### src/rtl/wdt_pkg.sv
package wdt_pkg;

   // Decode of the software clear command: matching address, bit 0 low.
   function automatic logic is_clear_cmd(input logic en, input logic addr_hit, input logic bit0);
      return en & addr_hit & ~bit0;
   endfunction

   // Width needed to hold a count value up to n.
   function automatic int cnt_width(input int n);
      return (n < 2) ? 1 : $clog2(n + 1);
   endfunction

endpackage

### src/rtl/wdt_tap_edge.sv
module wdt_tap_edge #(
   parameter int SYNC = 2
) (
   input  logic clk_i,
   input  logic rst_ni,
   input  logic tap_i,
   output logic rise_o
);

   logic tap_s;
   logic tap_prev;

   generate
      if (SYNC < 0) begin : g_bad
         $error("wdt_tap_edge: SYNC must not be negative");
      end
      if (SYNC == 0) begin : g_direct
         assign tap_s = tap_i;
      end else begin : g_sync
         logic [SYNC:0] chain;
         assign chain[0] = tap_i;
         for (genvar k = 0; k < SYNC; k++) begin : g_ff
            always_ff @(posedge clk_i) begin
               if (!rst_ni) chain[k+1] <= 1'b0;
               else         chain[k+1] <= chain[k];
            end
         end
         assign tap_s = chain[SYNC];
      end
   endgenerate

   always_ff @(posedge clk_i) begin
      if (!rst_ni) tap_prev <= 1'b0;
      else         tap_prev <= tap_s;
   end

   assign rise_o = tap_s & ~tap_prev;

endmodule

### src/rtl/wdt_stage_chain.sv
module wdt_stage_chain #(
   parameter int STAGES = 3
) (
   input  logic              clk_i,
   input  logic              rst_ni,
   input  logic              clr_i,
   input  logic              step_i,
   output logic [STAGES-1:0] cnt_o,
   output logic              ovf_o
);

   logic [STAGES:0]   carry;
   logic [STAGES-1:0] q;

   generate
      if (STAGES < 1) begin : g_bad
         $error("wdt_stage_chain: STAGES must be at least 1");
      end
   endgenerate

   assign carry[0] = step_i;

   generate
      for (genvar k = 0; k < STAGES; k++) begin : g_stage
         always_ff @(posedge clk_i) begin
            if (!rst_ni)       q[k] <= 1'b0;
            else if (clr_i)    q[k] <= 1'b0;
            else if (carry[k]) q[k] <= ~q[k];
         end
         assign carry[k+1] = carry[k] & q[k];
      end
   endgenerate

   always_ff @(posedge clk_i) begin
      if (!rst_ni) ovf_o <= 1'b0;
      else         ovf_o <= carry[STAGES] & ~clr_i;
   end

   assign cnt_o = q;

   // a wrap leaves every stage at zero
   wrap_to_zero_chk: assert property (@(posedge clk_i) disable iff (!rst_ni)
      ovf_o |-> (q == '0));

endmodule

### src/rtl/wdt_rst_stretch.sv
module wdt_rst_stretch #(
   parameter int RST_PULSE = 4
) (
   input  logic clk_i,
   input  logic rst_ni,
   input  logic kill_i,
   input  logic start_i,
   output logic pulse_o
);

   localparam int CW = wdt_pkg::cnt_width(RST_PULSE);
   localparam logic [CW-1:0] LOAD = CW'(RST_PULSE);

   logic [CW-1:0] left;

   generate
      if (RST_PULSE < 1) begin : g_bad
         $error("wdt_rst_stretch: RST_PULSE must be at least 1");
      end
   endgenerate

   always_ff @(posedge clk_i) begin
      if (!rst_ni)           left <= '0;
      else if (kill_i)       left <= '0;
      else if (start_i)      left <= LOAD;
      else if (left != '0)   left <= left - 1'b1;
   end

   assign pulse_o = (left != '0);

   // a start request always produces a high output next cycle
   start_drives_pulse_chk: assert property (@(posedge clk_i) disable iff (!rst_ni)
      (start_i && !kill_i) |=> pulse_o);

endmodule

### src/rtl/tap_watchdog.sv
module tap_watchdog #(
   parameter int              STAGES    = 3,
   parameter int              RST_PULSE = 4,
   parameter int              TAP_SYNC  = 2,
   parameter int              AW        = 10,
   parameter int              DW        = 8,
   parameter logic [AW-1:0]   CLR_ADDR  = 10'h3C8
) (
   input  logic          clk_i,
   input  logic          rst_ni,
   input  logic          tap_i,
   input  logic          wr_en_i,
   input  logic [AW-1:0] wr_addr_i,
   input  logic [DW-1:0] wr_data_i,
   input  logic          stop_i,
   input  logic          dis_strap_i,
   input  logic          stop_halt_strap_i,
   output logic          wdt_rst_o
);

   logic              tap_rise;
   logic              active;
   logic              stop_eff;
   logic              sw_clear;
   logic              stage_clr;
   logic              step;
   logic              ovf;
   logic [STAGES-1:0] stage_cnt;
   logic              unused_bits;

   generate
      if (AW < 1 || DW < 1) begin : g_bad
         $error("tap_watchdog: AW and DW must be at least 1");
      end
   endgenerate

   assign unused_bits = ^{wr_data_i, stage_cnt};

   assign active    = ~dis_strap_i;
   assign stop_eff  = stop_i & ~stop_halt_strap_i;
   assign sw_clear  = wdt_pkg::is_clear_cmd(wr_en_i, wr_addr_i == CLR_ADDR, wr_data_i[0]);
   assign stage_clr = ~active | stop_eff | sw_clear;
   assign step      = tap_rise & active & ~stop_eff;

   wdt_tap_edge #(.SYNC(TAP_SYNC)) u_edge (
      .clk_i  (clk_i),
      .rst_ni (rst_ni),
      .tap_i  (tap_i),
      .rise_o (tap_rise)
   );

   wdt_stage_chain #(.STAGES(STAGES)) u_chain (
      .clk_i  (clk_i),
      .rst_ni (rst_ni),
      .clr_i  (stage_clr),
      .step_i (step),
      .cnt_o  (stage_cnt),
      .ovf_o  (ovf)
   );

   wdt_rst_stretch #(.RST_PULSE(RST_PULSE)) u_stretch (
      .clk_i   (clk_i),
      .rst_ni  (rst_ni),
      .kill_i  (~active),
      .start_i (ovf),
      .pulse_o (wdt_rst_o)
   );


   clr_blocks_ovf_chk: assert property (@(posedge clk_i) disable iff (!rst_ni)
      sw_clear |=> !ovf);


   stop_holds_chk: assert property (@(posedge clk_i) disable iff (!rst_ni)
      stop_eff |=> !ovf);


   dis_quiet_chk: assert property (@(posedge clk_i) disable iff (!rst_ni)
      dis_strap_i |=> !wdt_rst_o);


   reset_quiet_chk: assert property (@(posedge clk_i)
      !rst_ni |=> !wdt_rst_o);

endmodule

### config.mk
export PLATFORM = sky130hd
export DESIGN_NAME = tap_watchdog
export DESIGN_NICKNAME = d
export VERILOG_FILES = /design/src/rtl/wdt_pkg.sv /design/src/rtl/wdt_tap_edge.sv /design/src/rtl/wdt_stage_chain.sv /design/src/rtl/wdt_rst_stretch.sv /design/src/rtl/tap_watchdog.sv
export SDC_FILE = /design/constraint.sdc
export NUM_CORES = 1
export LEC_CHECK = 0
export BUFFER_PORTS_ARGS = -buffer_cell sky130_fd_sc_hd__buf_2
export CORE_MARGIN = 3
export CORE_UTILIZATION = 25
export CTS_BUF_LIST = sky130_fd_sc_hd__clkbuf_4
export CTS_CLUSTER_DIAMETER = 80
export DETAILED_ROUTE_END_ITERATION = 8
export MAX_ROUTING_LAYER = met4
export PLACE_DENSITY = 0.49
export SETUP_SLACK_MARGIN = 0.15
export SLEW_MARGIN = 15
export SYNTH_ARGS = -nofsm -noshare
export SYNTH_HDL_FRONTEND = slang
export SYNTH_SLANG_ARGS = --single-unit
export TNS_END_PERCENT = 1
### constraint.sdc
create_clock -name clk_i -period 2.64 [get_ports clk_i]
set_clock_uncertainty 0.05 [all_clocks]
set_input_delay 0.264 -clock clk_i [delete_from_list [all_inputs] [get_ports clk_i]]
set_output_delay 0.264 -clock clk_i [all_outputs]
set_load 0.01 [all_outputs]
==> results of run 1 <==
==> sequential cells by signal, summed over array words and instances, names as in the netlist <==
| register | cells |
|---|---|
| u_chain.cnt_o | 3 |
| u_chain.ovf_o | 1 |
| u_edge.g_sync.chain | 1 |
| u_edge.tap_prev | 1 |
| u_edge.tap_s | 1 |
| u_stretch.left | 3 |
==> power breakdown <==
part / total, mW / switching, mW / internal [mW]
clock: 0.103 / 0.0500 / 0.0526
sequential: 0.154 / 0.00123 / 0.153
combinational: 0.0220 / 0.00852 / 0.0134
total: 0.279 / 0.0598 / 0.219
==> placed cells by master (no fill, tap or decap), types with 2 or more instances in the layout <==
master    count
buf_2        18
dfxtp_1      10
inv_1         7
and2_1        4
nor2_1        4
a21oi_1       4
ha_1          3
clkbuf_4      3
nand2b_1      2
nor3_1        2
nand4_1       2
==> kinds of logic after synthesis <==
logic type / count (synthesis) / share of synthesized area, %
and+or+nand+nor: 22 / 30.1
DFF: 10 / 42.2
AOI/OAI and AO/OA: 9 / 12.4
buffers and inverters: 7 / 5.54
adders and majority gates: 3 / 7.92
xor gates and xnor gates: 1 / 1.85
==> final cells by class <==
class                           instances  area, um^2
Fill cell                             207        1150
Multi-Input combinational cell         35         248
Sequential cell                        10         200
Timing Repair Buffer                   18        90.1
Tap cell                               25        31.3
Inverter                                7        26.3
Clock buffer                            3        22.5
==> worst min path at each step <==
stage | end | slack [ns] | cells past startpoint
detailed placement | u_edge.tap_s$_SDFF_PN0_ | 0.38 | 1
CTS | u_edge.g_sync.chain[1]$_SDFF_PN0_ | 0.14 | 2
global placement | u_edge.tap_s$_SDFF_PN0_ | 0.37 | 1
finish | u_edge.g_sync.chain[1]$_SDFF_PN0_ | 0.16 | 2
floorplan | u_edge.g_sync.chain[1]$_SDFF_PN0_ | 0.34 | 1
global route | u_edge.g_sync.chain[1]$_SDFF_PN0_ | 0.16 | 2
==> critical path, cell delays in order (launching register included) <==
cell,delay [ns]
dfxtp_1,0.34
inv_1,0.05
ha_1,0.21
ha_1,0.24
inv_1,0.09
buf_2,0.13
==> layer usage <==
layer	part of all wire [%]	vias to the layer above
met3	3.9	2
met5	0	-
li1	-	227
met4	2.6	0
met2	47	8
met1	46	186
==> results by group, run 1 <==
Die
  • I/O pins: 26
  • Die width: 49.6 um
  • Rows: 15
  • Starting density of the core: 26.9%
  • Die area: 0.00246 mm^2
  • Core footprint: 0.00176 mm^2
  • Die Ht: 49.6 um

Job
  • Max-Cap Viols: 0

Run status
  • Status: completed

Timing
  • Hold Violations, Final: 0
  • Ratio of final minimum period to clock period: 62.0%
  • Setup violations, final: 0
  • Hold WS: 0.156 ns
  • Setup_tns: 0 ns
  • F_max: 611 MHz
  • Headroom to the max-slew limit: 83.2%
  • Minimum clock period: 1.64 ns
  • Post-route setup slack: 1.00 ns
  • Slew of the pin with the lowest slew margin: 0.250 ns
  • Slew Viols, Final: 0
  • RSZ-0062 raised after global routing: false

Logic synthesis
  • Ys Warns: 0
  • Async SR Flop Fraction: 0%
  • Post-synth top flop: dfxtp_1
  • Post-synth net total: 80
  • Share of the synthesized area in the top cell type: 42.2%
  • Yosys cell types: 23
  • Top-count cell post-synth: dfxtp_1
  • Yosys reg bits: 10
  • Sequential area share after synthesis: 42.2%
  • Synth area leader: dfxtp_1
  • Mapped Area: 474 um^2
  • Synth top area cells: dfxtp_1, ha_1, inv_1
  • Syn avg cell area: 9.12 um^2
  • Synth cell count leaders: dfxtp_1, inv_1, a21oi_1, and2_1, nor2_1
  • Post-synthesis instance total: 52
  • Post-synth EDFFs: 0

Clock network
  • Clock transition at the registers of the reported paths: 0.06 ns
  • Clock sink count: 10
  • Latest clock arrival within the worst-skew pair: 0.26 ns
  • Number of CTS-inserted buffers: 3
  • Resized Gates After CTS: 0
  • # hold bufs at CTS: 0
  • CTS Buffer Depth: 2
  • Root buffer cell: clkbuf_4
  • # H-tree levels: 1
  • CTS tree: done
  • Post-CTS setup buffers: 0

Final layout
  • Design area: 618 um^2
  • Layout Cells excl Fill: 98
  • # nets final: 103
  • Area growth from synthesis to final layout: 30.3%
  • Util after Layout: 35.0%
  • Share of post-route cells with drive strength above 1: 30.1%
  • Antenna Cells: 0

Power and ir drop
  • Lkg Pwr: 0.264 nW
  • Tot Pwr: 0.279 mW
  • PwrDens: 451 mW/mm^2
  • Peak supply drop: 0.000183 V

Route
  • Final wirelength: 912 um
  • 1st-pass router iterations: 2
  • Wire length per cell: 9.31 um
  • Antenna Nets Post-Route: 0
  • Drc violations: 0
  • Vias per cell: 4.32
  • DRT iter0 DRCs: 2
  • Via count: 423

Global routing
  • Vias in the first global route: 358
  • Met1 usage: 9.04%
  • Initial antenna violation count: 0
  • First-pass GRT wire length: 1440 um
  • GRT Residual Overflow: 0
  • Met3 GRT Util: 2.72%
  • Pin count of the biggest net entering global routing: 6
  • GRT Util Overall: 8.03%
  • Met2 usage: 11.9%
  • GRT Max-Usage Layer: met2

Worst setup path
  • Worst reg-to-reg path cell count: 6
  • Required time of the critical path: 2.33 ns
  • Critical Path End: wdt_rst_o
  • Arr. time, crit path: 1.32 ns
  • Worst r2r src: u_stretch.left[0]$_SDFFE_PP0P_
  • R2R Setup Slk: 1.16 ns
  • Setup crit start: u_stretch.left[0]$_SDFFE_PP0P_
  • CP startpoint kind: flip-flop
  • FF-to-FF End: u_stretch.left[2]$_SDFFE_PP0P_
  • CP Capture Type: primary output
  • Crit path max fanout: 5
  • CP Class: flip-flop to primary output

Place
  • Placed cell area: 596 um^2
  • Dpl cells: 95
  • Pre-CTS setup slack: 1.19 ns
  • # port buffers: 18
  • GPL Wtd Cong: 0.655
  • Dpl hpwl: 753 um

Min path
  • Hold WC Path Type: input pin to flip-flop
  • Hold_sp: tap_i
(Power assumes the default switching activity.)
==> run 2, diff against run 1 <==
ABC_AREA = 1   (was unset)
PLACE_DENSITY = 0.5   (was 0.49)
clock period = 1.5 ns   (was 2.64 ns; I/O delays follow)
==> run 2 against run 1 <==
Against the previous run: register-to-register slack worse by 0.91 ns; sequential cell count unchanged; critical path type unchanged; largest cell class unchanged; critical endpoint unchanged; total power is 83% higher; area after synthesis is 9.5% higher; core utilization grew 5.1 points; count of clock-buffer cells in the layout stayed put; first-iteration DRC count increased by 50%; largest power group unchanged; combinational power is 130% higher; design area is 19% higher; synthesized cell count increased by 40%; die area is 8.3% higher; hold slack worse by 0.14 ns.
==> results by group, run 2 <==
Run status
  • Status: completed (unchanged)

Clock network
  • Number of CTS-inserted buffers: 3 (unchanged)
  • Latest clock arrival within the worst-skew pair: 0.26 ns (about the same)
  • Root buffer cell: clkbuf_4 (unchanged)
  • CTS Buffer Depth: 2 (unchanged)
  • CTS tree: done (unchanged)
  • Clock sink count: 10 (unchanged)
  • Clock transition at the registers of the reported paths: 0.07 ns (was 0.06 ns)
  • # H-tree levels: 1 (unchanged)

Min path
  • Hold_sp: tap_i (unchanged)
  • Hold endpoint: u_edge.g_sync.chain[1]$_SDFF_PN0_ (unchanged)
  • Hold path depth: 3 (was 2)
  • Hold WC Path Type: input pin to flip-flop (unchanged)

Worst setup path
  • Delay-heaviest family, CP: flip-flops (was adder cells)
  • CP Class: flip-flop to primary output (unchanged)
  • CP Capture Type: primary output (unchanged)
  • CP Cell Sequence: inv_2 > ha_4 > ha_4 > inv_2 > buf_6 (was inv_1 > ha_1 > ha_1 > inv_1 > buf_2)
  • Worst r2r src: u_stretch.left[0]$_SDFFE_PP0P_ (unchanged)
  • Required time of the critical path: 1.30 ns (was 2.33 ns)
  • Slowest cell on the critical path: dfxtp_2 (was dfxtp_1)
  • CP Buf/Inv Count: 3 (unchanged)
  • FF-to-FF End: u_stretch.left[2]$_SDFFE_PP0P_ (unchanged)
  • Max stage delay on crit path: 0.33 ns (was 0.34 ns)
  • Worst reg-to-reg path cell count: 7 (was 6)
  • Arr. time, crit path: 1.11 ns (was 1.32 ns)
  • R2R Setup Slk: 0.25 ns (was 1.16 ns)
  • CP startpoint kind: flip-flop (unchanged)
  • Crit path max fanout: 3 (was 5)

Final layout
  • Design area: 738 um^2 (was 618 um^2)
  • Most frequent cells in the layout: nand2_1, buf_2, inv_1 (was buf_2, dfxtp_1, inv_1)
  • Share of post-route cells with drive strength above 1: 39.0% (was 30.1%)
  • Most common cell after layout, fill and taps aside: nand2_1 (was buf_2)
  • # nets final: 129 (was 103)
  • Area growth from synthesis to final layout: 42.2% (was 30.3%)
  • Antenna Cells: 0 (unchanged)

Route
  • Final wirelength: 1010 um (was 912 um)
  • Vias per cell: 3.89 (was 4.32)
  • DRT iter0 DRCs: 3 (was 2)
  • Via count: 486 (was 423)
  • Drc violations: 0 (unchanged)
  • Antenna Nets Post-Route: 0 (unchanged)
  • Wire length per cell: 8.06 um (was 9.31 um)
  • 1st-pass router iterations: 4 (was 2)

Place
  • # port buffers: 18 (unchanged)
  • Placed cell area: 641 um^2 (was 596 um^2)
  • Dpl hpwl: 762 um (was 753 um)
  • GPL Wtd Cong: 0.712 (was 0.655)

Global routing
  • GRT Residual Overflow: 0 (unchanged)
  • Initial antenna violation count: 0 (unchanged)
  • GRT Util Overall: 9.10% (was 8.03%)
  • Pin count of the biggest net entering global routing: 7 (was 6)
  • Vias in the first global route: 437 (was 358)
  • First-pass GRT wire length: 1780 um (was 1440 um)

Logic synthesis
  • Post-synth top flop: dfxtp_1 (unchanged)
  • Synth top area cells: dfxtp_1, nand2_1, inv_1 (was dfxtp_1, ha_1, inv_1)
  • Sequential area share after synthesis: 38.6% (was 42.2%)
  • Ys Warns: 0 (unchanged)
  • Top-count cell post-synth: nand2_1 (was dfxtp_1)
  • Post-synth net total: 101 (was 80)
  • Share of the synthesized area in the top cell type: 38.6% (was 42.2%)
  • Yosys reg bits: 10 (unchanged)
  • Yosys cell types: 17 (was 23)
  • Post-synthesis instance total: 73 (was 52)
  • Async SR Flop Fraction: 0% (unchanged)
  • Syn avg cell area: 7.11 um^2 (was 9.12 um^2)
  • Synth cell count leaders: nand2_1, inv_1, dfxtp_1, nor2_1 (was dfxtp_1, inv_1, a21oi_1, and2_1, nor2_1)
  • Synth area leader: dfxtp_1 (unchanged)
  • Post-synth EDFFs: 0 (unchanged)
  • Mapped Area: 519 um^2 (was 474 um^2)

Power and ir drop
  • PwrDens: 689 mW/mm^2 (was 451 mW/mm^2)
  • Lkg Pwr: 0.408 nW (was 0.264 nW)
  • Peak supply drop: 0.000445 V (was 0.000183 V)

Die
  • Rows: 15 (unchanged)
  • Die width: 51.6 um (was 49.6 um)
  • Die Ht: 51.6 um (was 49.6 um)
  • Starting density of the core: 28.2% (was 26.9%)
  • Core footprint: 0.00184 mm^2 (was 0.00176 mm^2)
  • I/O pins: 26 (unchanged)
  • Die area: 0.00266 mm^2 (was 0.00246 mm^2)

Timing
  • Slew of the pin with the lowest slew margin: 0.177 ns (was 0.250 ns)
  • F_max: 762 MHz
  • Setup_tns: 0 ns (unchanged)
  • Hold WS: 0.0183 ns (was 0.156 ns)
  • RSZ-0062 raised after global routing: true (was false)
  • Hold Violations, Final: 0 (unchanged)
  • Setup violations, final: 0 (unchanged)
  • Ratio of final minimum period to clock period: 87.5%
  • Slew Viols, Final: 0 (unchanged)
  • Minimum clock period: 1.31 ns
  • Headroom to the max-slew limit: 88.2% (was 83.2%)

Job
  • Max-Cap Viols: 0 (unchanged)
## run 2: cell types whose count changed after synthesis, sizes merged, moves of 2 or more
| cell | previous run | this run |
|---|---|---|
| and2 | 4 | 0 |
| inv | 7 | 19 |
| nand2 | 0 | 20 |
| nand2b | 2 | 0 |
| nor2 | 4 | 11 |
## run 2: report_power, final
group / switching, mW / internal, mW / leakage [nW] / total (mW)
Combinational: 0.0247 / 0.0249 / 0.311 / 0.0497
Sequential: 0.00187 / 0.269 / 0.0821 / 0.271
Clock: 0.0924 / 0.0961 / 0.0154 / 0.188
Total: 0.119 / 0.390 / 0.408 / 0.509
## run 2: repair_timing
item,in CTS,in global routing
gates resized for setup,8,2
endpoints found under the hold margin,0,0
buffers inserted,1,4
setup endpoints to repair,1,2
pin swaps,1,2
hold buffers,0,0
cloned,0,0
## run 2: kinds of logic (layout without fill, tap and decap cells)
logic type / after synthesis / in the layout / synth area share [%]
adders and majority gates: 3 / 3 / 7.23
and+or+nand+nor: 35 / 35 / 33.3
DFF: 10 / 10 / 38.6
AOI/OAI and AO/OA: 5 / 5 / 5.54
xor gates and xnor gates: 1 / 1 / 1.69
buffers and inverters: 19 / 46 / 13.7
## run 2: final cells by class
class | instances | area [um^2]
multi-input combinational | 44 | 273
timing repair buffer | 23 | 134
clock buffer | 3 | 22.5
clock inverter | 1 | 3.75
tap | 25 | 31.3
fill | 219 | 1100
sequential | 10 | 203
inverter | 19 | 71.3
## run 2: how the worst max path moves through the flow
stage	slack [ns]	cells past startpoint	startpoint	end
floorplan	0.21	6	u_stretch.left[0]$_SDFFE_PP0P_	u_stretch.left[2]$_SDFFE_PP0P_
CTS	0.16	5	u_stretch.left[0]$_SDFFE_PP0P_	wdt_rst_o
global placement	0.19	6	u_stretch.left[0]$_SDFFE_PP0P_	u_stretch.left[2]$_SDFFE_PP0P_
global route	0.13	5	u_stretch.left[0]$_SDFFE_PP0P_	wdt_rst_o
detailed placement	0.18	6	u_stretch.left[0]$_SDFFE_PP0P_	u_stretch.left[2]$_SDFFE_PP0P_
finish	0.19	5	u_stretch.left[0]$_SDFFE_PP0P_	wdt_rst_o
## run 2: per-layer routing
metal / track usage (%) / wire (um) / share of wire, %
met3: 4.30 / 38 / 3.8
met5: - / 0 / 0
met4: 1.31 / 9 / 0.89
met1: 10.4 / 441 / 44
met2: 14.8 / 519 / 51
## run 2: worst reg2reg max path: stages, from the launching register on
cell      delay (ns)
dfxtp_2         0.33
inv_2           0.05
ha_4            0.16
ha_4            0.16
inv_2           0.06
buf_4           0.10
nand2_1         0.05
a211oi_1        0.20
## run 2: through the flow
stage | setup WS (ns) | power [mW] | util [%] | cells
after floorplan | 0.212 | 0.300 | - | 73
after global placement | 0.191 | 0.326 | 34.8 | 116
after detailed placement | 0.184 | 0.327 | 34.8 | 116
after CTS | 0.158 | 0.517 | 38.5 | 121
after global routing | 0.131 | 0.543 | 40.1 | 125
final | 0.188 | 0.509 | 40.1 | 125
==> run 3, diff against run 2 <==
ABC_AREA = 0   (was 1)
PLACE_DENSITY = 0.51   (was 0.5)
SLEW_MARGIN = 20   (was 15)
==> run 3 against run 2 <==
Against the previous run: global-route usage increased by 0.67 points; first-iteration DRC count grew 33%; total power decreased by 3.0%; non-clock buffer count shrank 1; combinational power fell by 22%; core utilization decreased by 0.77 points; highest routed layer unchanged; sequential power about the same; wire length shrank 1.3%; clock power down 3%; design area decreased by 5.9%; count of clock-buffer cells in the layout unchanged.
==> results by group, run 3 (synthesized netlist as in run 1, its figures left out) <==
Power and ir drop
  • Peak supply drop: 0.000429 V (was 0.000445 V)
  • PwrDens: 711 mW/mm^2 (was 689 mW/mm^2)
  • Lkg Pwr: 0.288 nW (was 0.408 nW)

Final layout
  • Most common cell after layout, fill and taps aside: buf_2 (was nand2_1)
  • Antenna Cells: 0 (unchanged)
  • Filler cell count: 193 (was 219)
  • Util after Layout: 39.4% (was 40.1%)
  • Most frequent cells in the layout: buf_2, dfxtp_1 (was nand2_1, buf_2, inv_1)
  • Area growth from synthesis to final layout: 46.4% (was 42.2%)
  • # nets final: 107 (was 129)
  • Share of post-route cells with drive strength above 1: 44.9% (was 39.0%)

Timing
  • Setup violations, final: 0 (unchanged)
  • F_max: 770 MHz (was 762 MHz)
  • Headroom to the max-slew limit: 79.7% (was 88.2%)
  • Hold Violations, Final: 0 (unchanged)
  • Ratio of final minimum period to clock period: 86.6% (was 87.5%)
  • RSZ-0062 raised after global routing: true (unchanged)
  • Setup_tns: 0 ns (unchanged)
  • Slew Viols, Final: 0 (unchanged)
  • Minimum clock period: 1.30 ns (was 1.31 ns)
  • Slew of the pin with the lowest slew margin: 0.301 ns (was 0.177 ns)

Worst setup path
  • Worst r2r src: u_stretch.left[0]$_SDFFE_PP0P_ (unchanged)
  • CP Class: flip-flop to primary output (unchanged)
  • Worst reg-to-reg path cell count: 6 (was 7)
  • Crit path max fanout: 3 (unchanged)
  • Arr. time, crit path: 1.10 ns (was 1.11 ns)
  • Required time of the critical path: 1.30 ns (about the same)
  • FF-to-FF End: u_stretch.left[0]$_SDFFE_PP0P_ (was u_stretch.left[2]$_SDFFE_PP0P_)
  • R2R Setup Slk: 0.24 ns (was 0.25 ns)
  • CP startpoint kind: flip-flop (unchanged)
  • CP Capture Type: primary output (unchanged)

Clock network
  • Clock transition at the registers of the reported paths: 0.06 ns (was 0.07 ns)
  • CTS Buffer Depth: 2 (unchanged)
  • Number of CTS-inserted buffers: 3 (unchanged)
  • CTS tree: done (unchanged)
  • Latest clock arrival within the worst-skew pair: 0.26 ns (about the same)
  • Root buffer cell: clkbuf_4 (unchanged)
  • Clock sink count: 10 (unchanged)
  • # H-tree levels: 1 (unchanged)

Min path
  • Hold path depth: 2 (was 3)
  • Hold endpoint: u_edge.g_sync.chain[1]$_SDFF_PN0_ (unchanged)
  • Hold_sp: tap_i (unchanged)
  • Hold WC Path Type: input pin to flip-flop (unchanged)

Place
  • # port buffers: 18 (unchanged)
  • Dpl hpwl: 749 um (was 762 um)
  • GPL Wtd Cong: 0.646 (was 0.712)

Route
  • Vias per cell: 4.41 (was 3.89)
  • 1st-pass router iterations: 3 (was 4)
  • Drc violations: 0 (unchanged)
  • Final wirelength: 995 um (was 1010 um)
  • Via count: 454 (was 486)
  • DRT iter0 DRCs: 4 (was 3)
  • Wire length per cell: 9.66 um (was 8.06 um)
  • Antenna Nets Post-Route: 0 (unchanged)

Run status
  • Status: completed (unchanged)

Global routing
  • Vias in the first global route: 434 (was 437)
  • GRT Util Overall: 9.77% (was 9.10%)
  • First-pass GRT wire length: 1780 um (unchanged)
  • Initial antenna violation count: 0 (unchanged)
  • Pin count of the biggest net entering global routing: 7 (unchanged)
  • GRT Residual Overflow: 0 (unchanged)

Die
  • Die width: 49.6 um (was 51.6 um)
  • Rows: 15 (unchanged)
  • Die area: 0.00246 mm^2 (was 0.00266 mm^2)
  • Die Ht: 49.6 um (was 51.6 um)
  • I/O pins: 26 (unchanged)
  • Starting density of the core: 26.9% (was 28.2%)
  • Core footprint: 0.00176 mm^2 (was 0.00184 mm^2)

Job
  • Max-Cap Viols: 0 (unchanged)
-- run 3: metrics by stage --
step | cells | total power [mW] | cell area [um^2] | hold slack (ns) | setup slack (ns)
floorplan | 52 | 0.291 | 477 | 0.222 | 0.188
global placement | 95 | 0.315 | 598 | 0.305 | 0.113
detailed placement | 95 | 0.317 | 598 | 0.315 | 0.117
CTS | 102 | 0.504 | 668 | 0.0378 | 0.156
global route | 103 | 0.534 | 694 | 0.0216 | 0.133
finish | 103 | 0.494 | 694 | 0.0482 | 0.202
-- run 3: what timing repair did --
item	4_1_cts	5_1_grt
hold buffers	0	0
gates resized for setup	6	6
pin swaps	2	2
buffers inserted	3	1
endpoints found under the setup margin	2	4
-- run 3: cell type report --
cell class | count | area [um^2] | area share, %
Clock buffer | 3 | 22.5 | 3.24
Clock inverter | 1 | 3.75 | 0.541
Inverter | 7 | 28.8 | 4.14
Multi-Input combinational cell | 35 | 278 | 40.0
Sequential cell | 10 | 204 | 29.4
Tap cell | 25 | 31.3 | 4.50
Timing Repair Buffer | 22 | 126 | 18.2
-- run 3: report_power, final --
| group | total (mW) | switching, mW | leakage [nW] | internal [mW] |
|---|---|---|---|---|
| registers | 0.271 | 0.00213 | 0.0825 | 0.269 |
| logic | 0.0390 | 0.0153 | 0.190 | 0.0237 |
| clock network | 0.183 | 0.0875 | 0.0154 | 0.0959 |
-- run 3: worst max path at each step --
stage,cells after the start,slack (ns),startpoint,end
3_3_place_gp,6,0.11,u_stretch.left[0]$_SDFFE_PP0P_,u_stretch.left[2]$_SDFFE_PP0P_
5_1_grt,5,0.13,u_stretch.left[0]$_SDFFE_PP0P_,wdt_rst_o
3_5_place_dp,6,0.12,u_stretch.left[0]$_SDFFE_PP0P_,u_stretch.left[2]$_SDFFE_PP0P_
4_1_cts,5,0.16,u_stretch.left[1]$_SDFFE_PP0P_,wdt_rst_o
2_1_floorplan,6,0.19,u_stretch.left[0]$_SDFFE_PP0P_,u_stretch.left[2]$_SDFFE_PP0P_
6_report,5,0.20,u_stretch.left[0]$_SDFFE_PP0P_,wdt_rst_o
-- run 3: worst max-delay path: stages (launching register included) --
cell and delay [ns]:
dfxtp_2 0.33, inv_2 0.04, ha_4 0.16, ha_4 0.17
inv_4 0.05, buf_6 0.09
-- run 3: layer usage --
| metal | GRT usage [%] | routed length, um | up-vias |
|---|---|---|---|
| met5 | - | 0 | - |
| met4 | 4.15 | 14 | 0 |
| met3 | 5.44 | 51 | 2 |
| met2 | 14.5 | 518 | 8 |
| met1 | 10.7 | 411 | 210 |
| li1 | - | - | 234 |
